File: config.mk
export PLATFORM = sky130hd
export DESIGN_NAME = nvfill_top
export DESIGN_NICKNAME = d
export VERILOG_FILES = /design/src/rtl/nvfill_pkg.sv /design/src/rtl/nvfill_dpath.sv /design/src/rtl/nvfill_ctrl.sv /design/src/rtl/nvfill_top.sv
export SDC_FILE = /design/constraint.sdc
export NUM_CORES = 2
export LEC_CHECK = 0
export BUFFER_PORTS_ARGS = -buffer_cell sky130_fd_sc_hd__clkbuf_2
export CAP_MARGIN = 20
export CORE_UTILIZATION = 50
export DETAILED_ROUTE_END_ITERATION = 8
export GPL_ROUTABILITY_DRIVEN = 0
export PLACE_DENSITY_LB_ADDON = 0.2
export SLEW_MARGIN = 20
export SYNTH_ARGS = -nofsm -noshare
export SYNTH_HDL_FRONTEND = slang
export SYNTH_HIERARCHICAL = 1
export SYNTH_SLANG_ARGS = --single-unit
File: constraint.sdc
create_clock -name clk -period 7.9 [get_ports clk]
set_clock_uncertainty 0.15 [all_clocks]
set_input_delay 0.395 -clock clk [delete_from_list [all_inputs] [get_ports clk]]
set_output_delay 0.395 -clock clk [all_outputs]
set_load 0.005 [all_outputs]
File: src/rtl/nvfill_pkg.sv
package nvfill_pkg;

  typedef enum logic [1:0] {
    OP_READ = 2'b00,
    OP_BYTE = 2'b01,
    OP_ROW  = 2'b10,
    OP_ALL  = 2'b11
  } nvOp_e;

  // Strobes from control to datapath
  typedef struct packed {
    logic  loadAddr;  // capture start address, value and mode
    logic  memWe;     // write the latched value at the current address
    logic  incAddr;   // step to the next address of a fill
    logic  rdEn;      // register a read of cmdAddr
    nvOp_e mode;      // mode to latch with loadAddr
  } dpStrobe_t;

endpackage

File: src/rtl/nvfill_dpath.sv
module nvfill_dpath
  import nvfill_pkg::*;
#(
  parameter int ADDR_W   = 9,
  parameter int ROW_BITS = 6,
  parameter int DATA_W   = 8
) (
  input  logic              clk,
  input  logic              rstN,
  input  dpStrobe_t         strobe,
  input  logic [ADDR_W-1:0] cmdAddr,
  input  logic [DATA_W-1:0] cmdData,
  output logic              lastAddr,
  output logic [DATA_W-1:0] rdData
);
  localparam int DEPTH  = 1 << ADDR_W;
  localparam int ROW_HI = ADDR_W - ROW_BITS;

  logic [DATA_W-1:0] mem [DEPTH];
  logic [ADDR_W-1:0] curAddr;
  logic [DATA_W-1:0] fillVal;
  nvOp_e             curMode;
  logic [ADDR_W-1:0] startAddr;

  // Start address depends on the command kind
  always_comb begin
    unique case (strobe.mode)
      OP_ROW:  startAddr = {cmdAddr[ADDR_W-1 -: ROW_HI], {ROW_BITS{1'b0}}};
      OP_ALL:  startAddr = '0;
      default: startAddr = cmdAddr;
    endcase
  end

  always_ff @(posedge clk or negedge rstN) begin
    if (!rstN) begin
      curAddr <= '0;
      fillVal <= '0;
      curMode <= OP_READ;
    end else if (strobe.loadAddr) begin
      curAddr <= startAddr;
      fillVal <= cmdData;
      curMode <= strobe.mode;
    end else if (strobe.incAddr) begin
      curAddr <= curAddr + 1'b1;
    end
  end

  // Final address of the running operation
  always_comb begin
    unique case (curMode)
      OP_ROW:  lastAddr = &curAddr[ROW_BITS-1:0];
      OP_ALL:  lastAddr = &curAddr;
      default: lastAddr = 1'b1;
    endcase
  end

  always_ff @(posedge clk) begin
    if (strobe.memWe) mem[curAddr] <= fillVal;
  end

  always_ff @(posedge clk or negedge rstN) begin
    if (!rstN)             rdData <= '0;
    else if (strobe.rdEn)  rdData <= mem[cmdAddr];
  end

endmodule

File: src/rtl/nvfill_ctrl.sv
module nvfill_ctrl
  import nvfill_pkg::*;
#(
  parameter int WR_CYCLES = 4
) (
  input  logic       clk,
  input  logic       rstN,
  input  logic       wdogRst,
  input  logic       cmdValid,
  input  logic [1:0] cmdOp,
  input  logic       brownout,
  input  logic       doneClr,
  input  logic       errClr,
  input  logic       lastAddr,
  output dpStrobe_t  strobe,
  output logic       busy,
  output logic       doneFlag,
  output logic [1:0] errFlags
);
  localparam int TMR_W = $clog2(WR_CYCLES + 1);
  localparam logic [TMR_W-1:0] TMR_LAST = TMR_W'(WR_CYCLES - 1);

  typedef enum logic {ST_IDLE, ST_PROG} state_e;

  state_e           state;
  logic [TMR_W-1:0] timer;
  logic             accept;
  logic             isProg;
  logic             startProg;
  logic             blocked;
  logic             tick;
  logic             finish;
  logic             abortOp;

  assign accept    = cmdValid && (state == ST_IDLE);
  assign isProg    = nvOp_e'(cmdOp) != OP_READ;
  assign startProg = accept && isProg && !brownout;
  assign blocked   = accept && isProg && brownout;
  assign tick      = (state == ST_PROG) && (timer == TMR_LAST);
  assign abortOp   = (state == ST_PROG) && brownout;
  assign finish    = tick && !brownout && lastAddr;

  always_comb begin
    strobe          = '0;
    strobe.mode     = nvOp_e'(cmdOp);
    strobe.rdEn     = accept && !isProg;
    strobe.loadAddr = startProg;
    strobe.memWe    = tick && !brownout;
    strobe.incAddr  = tick && !brownout && !lastAddr;
  end

  always_ff @(posedge clk or negedge rstN) begin
    if (!rstN) begin
      state <= ST_IDLE;
      timer <= '0;
    end else begin
      unique case (state)
        ST_IDLE: begin
          timer <= '0;
          if (startProg) state <= ST_PROG;
        end
        ST_PROG: begin
          if (abortOp || finish) begin
            state <= ST_IDLE;
            timer <= '0;
          end else if (tick) begin
            timer <= '0;
          end else begin
            timer <= timer + 1'b1;
          end
        end
        default: state <= ST_IDLE;
      endcase
    end
  end

  always_ff @(posedge clk or negedge rstN) begin
    if (!rstN)         doneFlag <= 1'b0;
    else if (finish)   doneFlag <= 1'b1;
    else if (doneClr)  doneFlag <= 1'b0;
  end

  always_ff @(posedge clk or negedge rstN) begin
    if (!rstN)                    errFlags <= 2'b00;
    else if (blocked || abortOp)  errFlags <= 2'b11;
    else if (errClr || wdogRst)   errFlags <= 2'b00;
  end

  assign busy = (state == ST_PROG);

endmodule

File: src/rtl/nvfill_top.sv
module nvfill_top
  import nvfill_pkg::*;
#(
  parameter int ADDR_W    = 9,
  parameter int ROW_BITS  = 6,
  parameter int DATA_W    = 8,
  parameter int WR_CYCLES = 4
) (
  input  logic              clk,
  input  logic              rstN,
  input  logic              wdogRst,
  input  logic              cmdValid,
  input  logic [1:0]        cmdOp,
  input  logic [ADDR_W-1:0] cmdAddr,
  input  logic [DATA_W-1:0] cmdData,
  input  logic              irqEn,
  input  logic              doneClr,
  input  logic              errClr,
  input  logic              brownout,
  output logic [DATA_W-1:0] rdData,
  output logic              busy,
  output logic              doneFlag,
  output logic              irq,
  output logic [1:0]        errFlags
);
  dpStrobe_t strobe;
  logic      lastAddr;

  nvfill_ctrl #(.WR_CYCLES(WR_CYCLES)) u_ctrl (
    .clk      (clk),
    .rstN     (rstN),
    .wdogRst  (wdogRst),
    .cmdValid (cmdValid),
    .cmdOp    (cmdOp),
    .brownout (brownout),
    .doneClr  (doneClr),
    .errClr   (errClr),
    .lastAddr (lastAddr),
    .strobe   (strobe),
    .busy     (busy),
    .doneFlag (doneFlag),
    .errFlags (errFlags)
  );

  nvfill_dpath #(.ADDR_W(ADDR_W), .ROW_BITS(ROW_BITS), .DATA_W(DATA_W)) u_dpath (
    .clk      (clk),
    .rstN     (rstN),
    .strobe   (strobe),
    .cmdAddr  (cmdAddr),
    .cmdData  (cmdData),
    .lastAddr (lastAddr),
    .rdData   (rdData)
  );

  assign irq = doneFlag && irqEn;

endmodule

==> results.json <==
{
  "boundaryPins": 40,
  "ys_seq_area_frac": 0.7703,
  "cts.clk_slew.worst_paths_ns": 0.06,
  "syn_to_final_growth_pct": 11.58,
  "cp_max_fo": 20,
  "required_ns": 8.59,
  "ys_types": 75,
  "coreArea_um2": 318800,
  "start_util": 0.5042,
  "grt_max_degree": 219,
  "final_util": 0.5626,
  "portBuffers": 39,
  "synth_area_leaders": "edfxtp_1 77%, mux4_2 15%, nor2_1 1.4%, mux2i_1 1.1%, nand2_1 0.81%",
  "die_width_um": 569.0,
  "finalSetupViolations": 0,
  "worstPathArrival_ns": 5.67,
  "grt_util_all_layers": 0.2632,
  "drtIter0Drc": 11128,
  "wl_per_cell_um": 34.88,
  "tightest_slew_ns": 1.205,
  "cts.sinks": 4129,
  "finalNetCount": 7615,
  "met1_usage": 0.3843,
  "period_share": 0.6298,
  "leakagePower_nw": 55.42,
  "cts_setup_buffers": 0,
  "drc": 0,
  "syn_area_per_cell_um2": 21.76,
  "p_per_area_nw_per_um2": 272.3,
  "dr.pass1.iters": 5,
  "dp_hpwl_um": 246800,
  "clock_path_buffers": 4,
  "die_h_um": 569.0,
  "rsz0062_at_grt": "false",
  "criticalPathCategory": "in -> reg",
  "die_area_um2": 323800,
  "vdd_drop_max_v": 0.0004341,
  "overflow": 0,
  "yosys.area.top_type": "edfxtp_1",
  "synth_flop_cell": "edfxtp_1",
  "ctsHtreeMaxLevel": 5,
  "hp-class": "in -> reg",
  "yosys_warnings": 6,
  "synthCells": 7389,
  "antenna_found_initial": 27,
  "use_met3": 0.04922,
  "end_kind": "flip-flop",
  "startpoint_type": "primary input",
  "max_freq_mhz": 201.0,
  "syn_area_um2": 160800,
  "vias_per_cell": 6.478,
  "n_fill_cell": 23385,
  "clock_latency_ns": 0.94,
  "fin_tns_setup_ns": 0,
  "via_count": 79173,
  "cts.repair.resized": 0,
  "cap_violations": 0,
  "drive_above_1_share": 0.2516,
  "synthArstFlopShare": 0.007992,
  "syn_nets": 7422,
  "synth_top_area_frac": 0.7651,
  "cts_tree": "yes",
  "top_usage_layer": "met2",
  "cts_root_buf": "clkbuf_16",
  "grt_pass1_wl_um": 602800,
  "final_max_slew_viol_count": 0,
  "ant_nets": 0,
  "grt_pass1_vias": 78276,
  "num_rows": 207,
  "hold_viol": 0,
  "status": "complete, no violations",
  "numCtsBuffers": 413,
  "use_met2": 0.4041,
  "ys_ff_latch": 4129,
  "min_period_ns": 4.976,
  "relSlewSlack": 0.1865,
  "drt_wl_total_um": 426300,
  "synth_edf_count": 4096
}
[repair_timing]
action	in CTS	in global routing
endpoints found under the setup margin	0	0
hold buffers	25	0
hold endpoints to repair	60	0
[synthesized netlist by cell type (12+ instances only)]
| cell | number |
|---|---|
| edfxtp_1 | 4096 |
| mux4_2 | 1099 |
| nor2_1 | 580 |
| nand2_1 | 345 |
| clkbuf_1 | 184 |
| mux2i_1 | 174 |
| buf_2 | 117 |
| nand3_1 | 81 |
| buf_6 | 62 |
| buf_4 | 54 |
| o22ai_1 | 46 |
| a21oi_1 | 41 |
| o221ai_1 | 36 |
| and3_1 | 35 |
| dfrtp_1 | 33 |
| mux2_2 | 32 |
| a31oi_1 | 30 |
| buf_1 | 29 |
| o21ai_0 | 25 |
| a311oi_1 | 22 |
| a211oi_1 | 20 |
| a22oi_1 | 20 |
| and2_1 | 18 |
| nor3_1 | 15 |
| a2111oi_0 | 12 |
[kinds of logic (layout without fill, tap and decap cells)]
family / count (synthesis) / in the layout / share of synthesized area
DFF: 4129 / 4129 / 0.7703
muxes: 1306 / 1306 / 0.1672
and+or+nand+nor: 1136 / 1136 / 0.02945
buffers and inverters: 470 / 1010 / 0.01701
AOI/OAI and AO/OA: 335 / 335 / 0.01521
xor gates and xnor gates: 7 / 7 / 0.0003814
adders and majority gates: 6 / 6 / 0.0004670
other: 0 / 8 / 0
[layer usage]
metal,share of wire,wire length [um]
met1,0.40,170500
met5,0.00021,91
met2,0.47,200000
met3,0.095,40450
met4,0.036,15240
[power breakdown]
group          internal, mW  leakage [nW]  switching (mW)  total, mW
sequential             25.5          37.3           0.203       25.7
clock                  11.2          6.59            8.30       19.5
combinational         0.852          11.6            2.74       3.59
[state kept, by name (all words and copies together) (netlist names)]
| signal | flops |
|---|---|
| u_dpath/rdData | 8 |
| u_ctrl/errFlags | 1 |
| u_ctrl/busy | 1 |
| u_dpath/fillVal | 8 |
| u_dpath/mem | 4096 |
| u_ctrl/doneFlag | 1 |
| u_ctrl/timer | 3 |
| u_dpath/curMode | 2 |
| u_dpath/curAddr | 9 |
[layout make-up]
class	instances	area, um2	share of cell area
flip-flops and latches	4129	123900	0.6905
repair buffers	237	2155	0.01201
diodes	8	20.02	0.0001116
well taps	4284	5360	0.02988
clock inverters	278	2679	0.01493
clock buffers	484	10790	0.06015
inverters	11	58.81	0.0003278
multi-input cells	2790	34460	0.1921
[placed cells by master, fill, tap and decap left out, types with 29 or more instances in the layout]
master and instances:
edfxtp_1 4096, mux4_2 1099, nor2_1 575, clkbuf_16 419, nand2_1 343, mux2i_1 174, buf_4 144, clkinv_1 104
clkinv_2 90, nand3_1 69, clkbuf_1 59, o22ai_1 46, bufinv_16 45, a21oi_1 41, o221ai_1 36, and3_1 35
clkbuf_2 33, mux2_2 32, buf_12 30, a31oi_1 29
[worst max-delay path, stage by stage]
cell	delay (ns)
dlygate4sd3_1	0.58
buf_2	0.14
buf_4	0.56
and2_2	0.78
nand2_1	0.88
o221ai_1	0.54
a211oi_1	0.25
nor4_1	1.09
o32ai_1	0.24
o31ai_1	0.12
[metrics by stage]
step / worst slack (ns) / power, mW / cell area (um2) / hold slack [ns] / instances
global route: 3.266 / 50.01 / 179400 / 0.04785 / 12215
global placement: 2.664 / 29.58 / 165600 / 0.2826 / 11423
floorplan: 0.2844 / 28.72 / 160800 / -0.05059 / 7389
CTS: 3.300 / 49.06 / 179300 / 0.01509 / 12211
detailed placement: 2.932 / 29.74 / 165600 / 0.2941 / 11424
finish: 2.924 / 48.84 / 179400 / 0.07969 / 12221
[worst paths after layout]
kind | start | slack (ns) | to | cells past startpoint
min | cmdData[5] | 0.08 | u_dpath/fillVal[5] | 3
max | cmdAddr[5] | 2.92 | u_dpath/rdData[3] | 10
max reg2reg | u_ctrl/timer[0] | 3.77 | u_dpath/mem[132][2] | 6
min reg2reg | u_ctrl/timer[0] | 0.29 | u_ctrl/timer[0] | 1
max in group asynchronous | rstN | 6.61 | u_dpath/fillVal[0] | 4
min in group asynchronous | rstN | 0.48 | u_dpath/fillVal[5] | 4
No activity file was read; power rests on OpenSTA's default activity.
